===== config.mk =====
export PLATFORM = sky130hd
export DESIGN_NAME = hub_rst_seq
export DESIGN_NICKNAME = d
export VERILOG_FILES = /design/src/rtl/hrs_pkg.sv /design/src/rtl/hrs_sat_cnt.sv /design/src/rtl/hrs_rst_qual.sv /design/src/rtl/hrs_strap.sv /design/src/rtl/hub_rst_seq.sv
export SDC_FILE = /design/constraint.sdc
export NUM_CORES = 1
export LEC_CHECK = 0
export BUFFER_PORTS_ARGS = -buffer_cell sky130_fd_sc_hd__buf_2
export CORE_AREA = 2 2 87 89
export DETAILED_ROUTE_END_ITERATION = 16
export DIE_AREA = 0 0 89 91
export PLACE_DENSITY = 0.67
export SYNTH_ARGS = -nofsm -noshare
export SYNTH_HDL_FRONTEND = slang
export SYNTH_SLANG_ARGS = --single-unit

===== constraint.sdc =====
create_clock -name clk -period 3.97 [get_ports clk]
set_clock_uncertainty 0.15 [all_clocks]
set_input_delay 0.5955 -clock clk [delete_from_list [all_inputs] [get_ports clk]]
set_output_delay 0.5955 -clock clk [all_outputs]
set_load 0.02 [all_outputs]

===== src/rtl/hrs_pkg.sv =====
package hrs_pkg;
  typedef enum logic [2:0] {
    PH_RST    = 3'd0,
    PH_LATCH  = 3'd1,
    PH_DRIVE  = 3'd2,
    PH_WAITOP = 3'd3,
    PH_CFG    = 3'd4,
    PH_ATTACH = 3'd5,
    PH_IDLE   = 3'd6
  } phase_t;
endpackage


===== src/rtl/hrs_sat_cnt.sv =====
module hrs_sat_cnt #(
  parameter int W   = 8,
  parameter int MAX = 100
) (
  input  logic         clk,
  input  logic         rst_n,
  input  logic         clr,
  input  logic         en,
  output logic [W-1:0] q
);
  localparam logic [W-1:0] TERM = W'(MAX);

  logic [W-1:0] q_nxt;

  always_comb begin
    q_nxt = q;
    if (clr) q_nxt = '0;
    else if (en && (q != TERM)) q_nxt = q + 1'b1;
  end

  always_ff @(posedge clk or negedge rst_n) begin
    if (!rst_n) q <= '0;
    else        q <= q_nxt;
  end

  // the saturating count never passes its terminal value
  p_sat_limit_r8: assert property (@(posedge clk) disable iff (!rst_n) q <= TERM);
endmodule


===== src/rtl/hrs_rst_qual.sv =====
module hrs_rst_qual #(
  parameter int MIN = 50
) (
  input  logic clk,
  input  logic rst_n,
  input  logic pin_n,
  output logic hit,
  output logic rel
);
  localparam int CW = $clog2(MIN + 1);
  localparam logic [CW-1:0] LAST = CW'(MIN - 1);
  localparam logic [CW-1:0] TOP  = CW'(MIN);

  logic s1, s2;
  logic [CW-1:0] cnt, cnt_nxt;
  logic armed, armed_nxt;

  always_ff @(posedge clk or negedge rst_n) begin
    if (!rst_n) begin
      s1 <= 1'b0;
      s2 <= 1'b0;
    end else begin
      s1 <= pin_n;
      s2 <= s1;
    end
  end

  assign hit = !s2 && (cnt == LAST);
  assign rel = armed && s2;

  always_comb begin
    cnt_nxt = cnt;
    if (s2) cnt_nxt = '0;
    else if (cnt != TOP) cnt_nxt = cnt + 1'b1;
    armed_nxt = armed;
    if (hit) armed_nxt = 1'b1;
    else if (rel) armed_nxt = 1'b0;
  end

  always_ff @(posedge clk or negedge rst_n) begin
    if (!rst_n) begin
      cnt   <= '0;
      armed <= 1'b1;
    end else begin
      cnt   <= cnt_nxt;
      armed <= armed_nxt;
    end
  end

  generate
    if (MIN > 1) begin : g_chk
      // a qualifying hit is never the first low cycle
      p_hit_needs_low_r1: assert property (@(posedge clk) disable iff (!rst_n)
        hit |-> !$past(s2));
    end
  endgenerate

  // a release is followed by a disarmed qualifier
  p_rel_once_r3: assert property (@(posedge clk) disable iff (!rst_n)
    rel |=> !rel);
endmodule


===== src/rtl/hrs_strap.sv =====
module hrs_strap #(
  parameter int            SW       = 4,
  parameter logic [SW-1:0] OUT_MASK = '0,
  parameter logic [SW-1:0] IDLE_LVL = '0
) (
  input  logic          clk,
  input  logic          rst_n,
  input  logic          cap,
  input  logic          clr,
  input  logic          drive_en,
  input  logic [SW-1:0] din,
  output logic [SW-1:0] q,
  output logic [SW-1:0] oe,
  output logic [SW-1:0] dout
);
  logic [SW-1:0] q_nxt;

  always_comb begin
    q_nxt = q;
    if (clr)      q_nxt = '0;
    else if (cap) q_nxt = din;
  end

  always_ff @(posedge clk or negedge rst_n) begin
    if (!rst_n) q <= '0;
    else        q <= q_nxt;
  end

  for (genvar i = 0; i < SW; i++) begin : g_pin
    if (OUT_MASK[i]) begin : g_out
      assign oe[i]   = drive_en;
      assign dout[i] = IDLE_LVL[i];
    end else begin : g_in
      assign oe[i]   = 1'b0;
      assign dout[i] = 1'b0;
    end
  end

  // the captured word moves only on a capture or a clear
  p_straps_hold_r3: assert property (@(posedge clk) disable iff (!rst_n)
    (!cap && !clr) |=> $stable(q));
endmodule


===== src/rtl/hub_rst_seq.sv =====
module hub_rst_seq
  import hrs_pkg::*;
#(
  parameter int            CLK_MHZ      = 50,
  parameter int            SW           = 4,
  parameter int            CFG_SKIP_BIT = 0,
  parameter logic [SW-1:0] OUT_MASK     = 'b0110,
  parameter logic [SW-1:0] IDLE_LVL     = 'b0100,
  parameter int            RST_MIN_CYC  = CLK_MHZ,
  parameter int            DRV_CYC      = CLK_MHZ * 7 / 4,
  parameter int            OPER_CYC     = CLK_MHZ * 500,
  parameter int            ATT_CYC      = CLK_MHZ * 100000,
  parameter int            BRST_CYC     = CLK_MHZ * 100000
) (
  input  logic          clk,
  input  logic          rst_n,
  input  logic          ext_rst_n,
  input  logic [SW-1:0] strap_in,
  output logic [SW-1:0] strap_oe,
  output logic [SW-1:0] strap_out,
  output logic [SW-1:0] straps_q,
  output logic          dn_force_off,
  output logic          cfg_req,
  input  logic          cfg_done,
  input  logic          host_bus_rst,
  output logic          attach,
  output logic [2:0]    phase
);
  localparam int TMAX0 = (DRV_CYC > OPER_CYC) ? DRV_CYC : OPER_CYC;
  localparam int TMAX  = (TMAX0 > BRST_CYC) ? TMAX0 : BRST_CYC;
  localparam int TW    = $clog2(TMAX + 1);
  localparam int GW    = $clog2(ATT_CYC + 1);
  localparam logic [TW-1:0] DRV_LAST  = TW'(DRV_CYC - 1);
  localparam logic [TW-1:0] OPER_LAST = TW'(OPER_CYC - 1);
  localparam logic [TW-1:0] BRST_LAST = TW'(BRST_CYC - 1);
  localparam logic [GW-1:0] ATT_LAST  = GW'(ATT_CYC - 1);

  phase_t ph, ph_nxt;
  logic hit, rel;
  logic [TW-1:0] tq;
  logic [GW-1:0] gq;
  logic drive_en, skip_cfg;

  hrs_rst_qual #(.MIN(RST_MIN_CYC)) u_qual (
    .clk(clk), .rst_n(rst_n), .pin_n(ext_rst_n), .hit(hit), .rel(rel)
  );

  hrs_sat_cnt #(.W(TW), .MAX(TMAX)) u_ph_tmr (
    .clk(clk), .rst_n(rst_n), .clr((ph_nxt != ph) || hit), .en(1'b1), .q(tq)
  );

  hrs_sat_cnt #(.W(GW), .MAX(ATT_CYC - 1)) u_dl_tmr (
    .clk(clk), .rst_n(rst_n), .clr(ph == PH_RST), .en(1'b1), .q(gq)
  );

  assign drive_en = (ph == PH_WAITOP) || (ph == PH_CFG) ||
                    (ph == PH_ATTACH) || (ph == PH_IDLE);

  hrs_strap #(.SW(SW), .OUT_MASK(OUT_MASK), .IDLE_LVL(IDLE_LVL)) u_strap (
    .clk(clk), .rst_n(rst_n),
    .cap((ph == PH_RST) && rel && !hit), .clr(hit),
    .drive_en(drive_en), .din(strap_in),
    .q(straps_q), .oe(strap_oe), .dout(strap_out)
  );

  assign skip_cfg = straps_q[CFG_SKIP_BIT];

  always_comb begin
    ph_nxt = ph;
    unique case (ph)
      PH_RST:    if (rel) ph_nxt = PH_LATCH;
      PH_LATCH:  ph_nxt = PH_DRIVE;
      PH_DRIVE:  if (tq == DRV_LAST) ph_nxt = PH_WAITOP;
      PH_WAITOP: if (tq == OPER_LAST) ph_nxt = skip_cfg ? PH_ATTACH : PH_CFG;
      PH_CFG:    if (cfg_done || (gq == ATT_LAST)) ph_nxt = PH_ATTACH;
      PH_ATTACH: if (host_bus_rst || (tq == BRST_LAST)) ph_nxt = PH_IDLE;
      PH_IDLE:   ph_nxt = PH_IDLE;
      default:   ph_nxt = PH_RST;
    endcase
    if (hit) ph_nxt = PH_RST;
  end

  always_ff @(posedge clk or negedge rst_n) begin
    if (!rst_n) ph <= PH_RST;
    else        ph <= ph_nxt;
  end

  assign dn_force_off = (ph == PH_RST);
  assign cfg_req      = (ph == PH_CFG);
  assign attach       = (ph == PH_ATTACH) || (ph == PH_IDLE);
  assign phase        = ph;

  // a qualified hit always lands in the reset phase
  p_hit_to_rst_r2: assert property (@(posedge clk) disable iff (!rst_n)
    hit |=> (ph == PH_RST));
  // strap latch lasts one cycle
  p_latch_one_r4: assert property (@(posedge clk) disable iff (!rst_n)
    (ph == PH_LATCH) |=> (ph == PH_DRIVE) || (ph == PH_RST));
  // done ends the config phase on the next cycle
  p_cfg_exit_r6: assert property (@(posedge clk) disable iff (!rst_n)
    ((ph == PH_CFG) && cfg_done && !hit) |=> (ph == PH_ATTACH));
  // idle is kept until a qualified reset
  p_idle_hold_r9: assert property (@(posedge clk) disable iff (!rst_n)
    ((ph == PH_IDLE) && !hit) |=> (ph == PH_IDLE));
endmodule


### Word-level counts from Yosys, hierarchy flattened

Cells that the tools add are included.

| operators by class | value |
|---|---|
| add/sub/neg operators | 3 |
| multipliers | 0 |
| divide/modulo/power cells | 0 |
| magnitude comparators | 0 |
| equal/unequal tests | 15 |
| shift-type cells | 0 |
| multiplexer cells | 18 |
| bitwise gates (word level) | 0 |
| reduce and logical (&&, ||, !) cells | 19 |

Operator list:

| kind | number |
|---|---|
| 23-bit 2-to-1 mux | 4 |
| 23-bit by 1-bit adder with 23-bit output (second input constant) | 2 |
| 23-bit equality test (second input constant) | 2 |
| 23-bit inequality test (second input constant) | 2 |
| 23-bit by 15-bit equality test with 1-bit output (second input constant) | 1 |
| 23-bit by 7-bit equality test with 1-bit output (second input constant) | 1 |
| 3-bit case mux with 7 select lines | 1 |
| 3-bit 2-to-1 mux | 6 |
| 6-bit 2-to-1 mux | 2 |
| 2-bit nonzero test | 5 |
| 3-bit equality test (second input constant) | 3 |
| 4-bit 2-to-1 mux | 2 |
| 1-bit logical OR | 7 |
| 6-bit by 1-bit adder with 6-bit output (second input constant) | 1 |
| 3-bit by 2-bit equality test with 1-bit output (second input constant) | 2 |
| 6-bit equality test (second input constant) | 1 |
| 6-bit inequality test (second input constant) | 1 |
| 1-bit logical AND | 4 |
| 3-bit by 1-bit equality test with 1-bit output (second input constant) | 1 |
| 3-bit logical NOT | 1 |
| 1-bit 2-to-1 mux | 3 |
| 3-bit inequality test | 1 |
| 1-bit logical NOT | 2 |

| storage, ports and cells | value |
|---|---|
| bits in registers | 62 |
| latch bits | 0 |
| RAM bits | 0 |
| memory bits (read-only) | 0 |
| input bits | 9 |
| output and inout bits | 18 |
| logic and storage cells | 63 |
| memories | 0 |

### Depth between registers and ports, before layout

| logic depth | value |
|---|---|
| depth in word-level cells | 8 |
| depth in mapped cells | 9 |
| mapped depth without buffers | 7 |

### By module

A second synthesis with hierarchy kept.

| unflattened totals | value |
|---|---|
| cell total of the unflattened synthesis | 389 |
| area, all modules | 3701.0 um2 |

Modules (own cells, without submodules):

| module | instances | cells an instance | area an instance (um2) | sequential area each (um2) |
|---|---|---|---|---|
| hrs_sat_cnt (u_dl_tmr) | 1 | 127 | 1260.0 | 575.6 |
| hrs_sat_cnt (u_ph_tmr) | 1 | 131 | 1253.7 | 575.6 |
| hub_rst_seq | 1 | 68 | 518.0 | 75.1 |
| hrs_rst_qual | 1 | 40 | 441.7 | 226.5 |
| hrs_strap | 1 | 23 | 227.7 | 100.1 |

### Worst setup path after synthesis

No wires, ideal clock.

| path | value |
|---|---|
| path kind | flip-flop to output port |
| start point | register ph[2] (netlist: phase[2]) |
| end point | output port dn_force_off |
| arrival | 1.669 ns |
| data required time | 3.224 ns |
| setup slack | 1.556 ns |
| stages on the path, launching flop included | 6 |
| buffers on the path | 2 |
| path through | dfrtp_1 > inv_1 > nand3_1 > inv_2 > clkbuf_1 > clkbuf_1 |

| on the way | value |
|---|---|
| longest elaborated chain between the ends | 1 |

Ends and longest elaborated chain:

| what | line | RTL |
|---|---|---|
| start, declared | hub_rst_seq.sv:38 | `phase_t ph, ph_nxt;` |
| start signal, assigned | hub_rst_seq.sv:85 | `else ph <= ph_nxt;` |
| 3-bit logical NOT | hub_rst_seq.sv:88 | `assign dn_force_off = (ph == PH_RST);` |
| end, declared | hub_rst_seq.sv:22 | `output logic dn_force_off,` |

No other way between the ends.

### Final worst setup path

| path | value |
|---|---|
| start point | register ph[0] (netlist: phase[0]) |
| end point | register u_ph_tmr.q[2] |

| on the way | value |
|---|---|
| longest elaborated chain between the ends | 6 |
| elaborated cells between the ends (all ways) | 18 |
| classes of those cells | eq/ne (7); mux (8); reduce/logical (3) |

Ends and longest elaborated chain:

| what | line | RTL |
|---|---|---|
| 3-bit equality test, or another cell as far along | hub_rst_seq.sv:70 | `unique case (ph)` |
| 3-bit case mux with 7 select lines | hub_rst_seq.sv:70 |  |
| 3-bit 2-to-1 mux | hub_rst_seq.sv:80 | `if (hit) ph_nxt = PH_RST;` |
| 3-bit inequality test (*) | hub_rst_seq.sv:49 | `.clk(clk), .rst_n(rst_n), .clr((ph_nxt != ph) \|\| hit), .en(1'b1), .q(tq)` |
| 1-bit logical OR (*) | hub_rst_seq.sv:49 |  |
| 23-bit 2-to-1 mux or 2-bit nonzero test (tied branches) | -- |  |
| end signal, assigned | hrs_sat_cnt.sv:23 | `else q <= q_nxt;` |
| end, declared | hrs_sat_cnt.sv:9 | `output logic [W-1:0] q` |

Every way passes the cells marked *; elsewhere a longest branch is shown, timed or not.
A chain may end at the register's enable or synchronous reset.

==> summary.md <==
| Metric | Value |
|---|---|
| ANT cells | 0 |
| CP Launch Type | register |
| Worst path arrival time | around 3 ns |
| Top-level I/O count | 27 |
| Worst IR drop on VDD | 0.271 mV |
| Logic pwr share | under 10% |
| Clock network fraction of total power | 49.8% |
| GPL Wtd Cong | roughly 0.84 |
| Slowest-stage cell, CP | nand3_1 |
| Nets | between 400 and 500 |
| Post-DP HPWL | between 5 and 6 mm |
| Lkg Pwr | around 1.7 nW |
| Async S/R FF share, synth | 100% |
| Power Internal | about 1.1 mW |
| H-tree levels | 3 |
| EDFF count, synth | 0 |
| R2r startpoint | phase[0] |
| CTS resizes | 0 |
| # Post-CTS Setup Buffers | 0 |
| Place WS | roughly 0.95 ns |
| Final worst slack | between 0.9 and 1 ns |
| Ys flop type | dfrtp_1 |
| Die ar. | roughly 8100 sq um |
| Post-Synthesis Cells | about 370 |
| Setup_tns | 0 ns |
| Top cell by count, worst path | nand3_1 |
| Synth warn | 0 |
| Outcome | finished clean |
| Worst path max stage delay | ~0.67 ns |
| Final Setup Violations | 0 |
| Worst Setup SP | phase[0] |
| Final WL | 7.20 mm |
| Reg power frac | between 40 and 50% |
| Final Max Slew Viols | 0 |
| Worst skew pair latency | about 0.34 ns |
| CP max FO | 24 |
| Slew margin rel. | between 20% and 30% |
| Total GRT Usage | 19.8% |
| Max_cap viols | 0 |
| Achievable Freq | 334 MHz |
| R2R setup slack | a little under 1 ns |
| P&R area growth vs syn | 10.7% |
| Global route overflow | 0 |
| Hold buffers post-CTS | 0 |
| Clk sink count | 62 |
| Wire per inst | between 10 and 15 um |
| Cell Chain, Critical Path | inv_1 -> nand3_1 -> inv_2 -> and3_1 -> a21oi_1 -> nand3_1 -> nor3_1 |
| Drt pass-1 iters | 4 |
| Vias per inst | between 5 and 6 |
| Row Count | 31 |
| Crit Path Class | register to register |
| Net Sw Power | between 0.2 and 0.3 mW |
| Die Y | between 90 and 100 um |
| Fraction of layout instances using a drive strength above 1 | 13.8% |
| Initial core utilization | between 40 and 50% |
| Chip width | slightly below 90 um |
| Number of antenna violations at the first check in global routing | 0 |
| Vias in the first global route | 2580 |
| Remaining antenna violation count | 0 |
| First-pass GRT wire length | around 13 mm |
| Switching part of the total | a little over a fifth |
| Core Area | between 7000 and 8000 sq um |
| Register area share after synthesis | between 40% and 50% |
| Final period util | between 70% and 80% |
| Initial DRC count | roughly 140 |
| Hold Path Origin | u_qual.s1 |
| Slew @ Worst Pin | approximately 1.1 ns |
| Pwr per Cell Area | approximately 350 nW/um^2 |
| Worst-path clk slew | ~0.07 ns |
| Unrepaired setup endpoints after global routing | no |
| Layout fillers | about 650 |
| Inserted Clock Buffers | 9 |
| IO buf count | 20 |
| Hold crit path type | register to register |
| Synthesized area | 3470 sq um |
| CP Data Required Time | 4.05 ns |
| Final hold violations | 0 |
| Total number of vias | between 2k and 3k |
| Design Area, Final | roughly 3800 sq um |
| Clock Path Buffers | 2 |
| Root Driver | clkbuf_8 |
| Placed Area | about 3600 sq um |
| DRC violations left | 0 |
| Crit end category | register |
| Largest net degree at the start of global routing | 51 |
| Distinct cell type count after synthesis | 45 |
| Syn_area_per_cell | 9.44 sq um |
| Min Tclk post-route | 2.99 ns |
| Yosys reg bits | between 60 and 70 |
| CTS tree | yes |
## critical path, delay by kind of cell, from the launching register on
kind                   cells  cell delay (ns)
AO/OA/AOI/OAI              1             0.17
flip-flops                 1             0.48
AND/OR/NAND/NOR            4             1.69
buffers and inverters      2             0.38
## metal layers
layer	part of all wire, %	GRT usage, %
met5	0	0
met4	1.8	7.96
met3	4.9	3.73
met2	45	28.4
met1	48	29.2
## logic make-up (layout without fill, tap and decap cells)
family | after synthesis | count (layout) | synth area share, %
other cells | 2 | 6 | 0.217
flops | 62 | 62 | 44.8
mux | 3 | 3 | 0.866
fa+ha+maj | 7 | 7 | 2.53
simple gates | 180 | 180 | 28.3
compound gates | 40 | 40 | 8.19
xor+xnor | 40 | 40 | 10.1
buf+inv | 33 | 53 | 4.95
## power by group through the flow
stage	clock network, mW	registers [mW]	logic (mW)
floorplan	0	0.650	0.0178
global placement	0	0.651	0.0312
detailed placement	0	0.651	0.0317
CTS	0.674	0.639	0.0317
global route	0.708	0.640	0.0354
finish	0.665	0.639	0.0300
## registers in the layout, indices dropped and copies added (netlist names)
name          cells
u_qual.armed      1
phase             3
u_strap.q         4
u_ph_tmr.q       23
u_qual.s1         1
u_qual.cnt        6
u_qual.s2         1
u_dl_tmr.q       23
## cells in the mapped netlist (4+ instances only)
cell type / count / area [sq um]
nand2_1: 23 / 86.3
nor4_1: 8 / 50.1
nand3_1: 24 / 120
o21ai_0: 6 / 30.0
nor2_1: 40 / 150
nand4_1: 13 / 81.3
a31oi_1: 5 / 31.3
xor2_1: 13 / 114
or3_1: 5 / 31.3
and4_1: 5 / 43.8
a22o_1: 4 / 35.0
a211oi_1: 6 / 45.0
and3_1: 5 / 31.3
ha_1: 7 / 87.6
xnor2_1: 27 / 236
inv_1: 15 / 56.3
or2_2: 6 / 37.5
or4_1: 5 / 37.5
dfrtp_1: 61 / 1530
nor3_1: 29 / 145
a21oi_1: 11 / 55.1
buf_4: 8 / 60.1
clkbuf_1: 5 / 18.8
## layout by cell type (no fill, tap or decap), types with 2 or more instances in the layout
cell       count
or2_2          6
o211ai_1       2
dfrtp_1       61
buf_2         20
a31o_2         2
inv_1         15
nand3_1       24
nand2b_1       3
nor2_1        40
nor4_4         2
or3_1          5
ha_1           7
nand4_1       13
clkinv_2       3
nand2_1       23
or4_1          5
o21ai_0        6
clkbuf_8       9
or4b_1         2
a22o_1         4
nor4_1         8
conb_1         6
a211oi_1       6
mux2i_1        3
nor3_2         3
and4_1         5
bufinv_16      3
xor2_1        13
nand3b_1       2
nor3_1        29
a31oi_1        5
xnor2_1       27
a21oi_1       11
and3_1         5
## final timing paths
check                      cells after the start              to
min in group asynchronous                      1  u_ph_tmr.q[22]
max in group asynchronous                      2  u_ph_tmr.q[12]
hold reg to reg                                0       u_qual.s2
hold / removal                                 0       u_qual.s2
setup reg to reg                               7   u_ph_tmr.q[2]
setup / recovery                               7   u_ph_tmr.q[2]
## stage by stage
step / hold slack, ns / total power, mW / utilization [%] / cells
after floorplan: 0.150 / 0.668 / - / 371
after global routing: 0.197 / 1.38 / 53.8 / 490
after detailed placement: 0.186 / 0.683 / 50.5 / 474
after global placement: 0.185 / 0.683 / 50.5 / 474
after CTS: 0.201 / 1.34 / 53.8 / 490
final: 0.199 / 1.33 / 53.8 / 490
## cell type report
cell class / count / area [sq um] / area share [%]
clock inverter: 7 / 113 / 2.93
tap: 99 / 124 / 3.23
multi-input combinational: 276 / 1760 / 45.8
inverter: 16 / 60.1 / 1.57
timing repair buffer: 21 / 108 / 2.80
sequential: 62 / 1550 / 40.5
clock buffer: 9 / 124 / 3.23
Note: power is estimated with default switching activity, not from simulation.
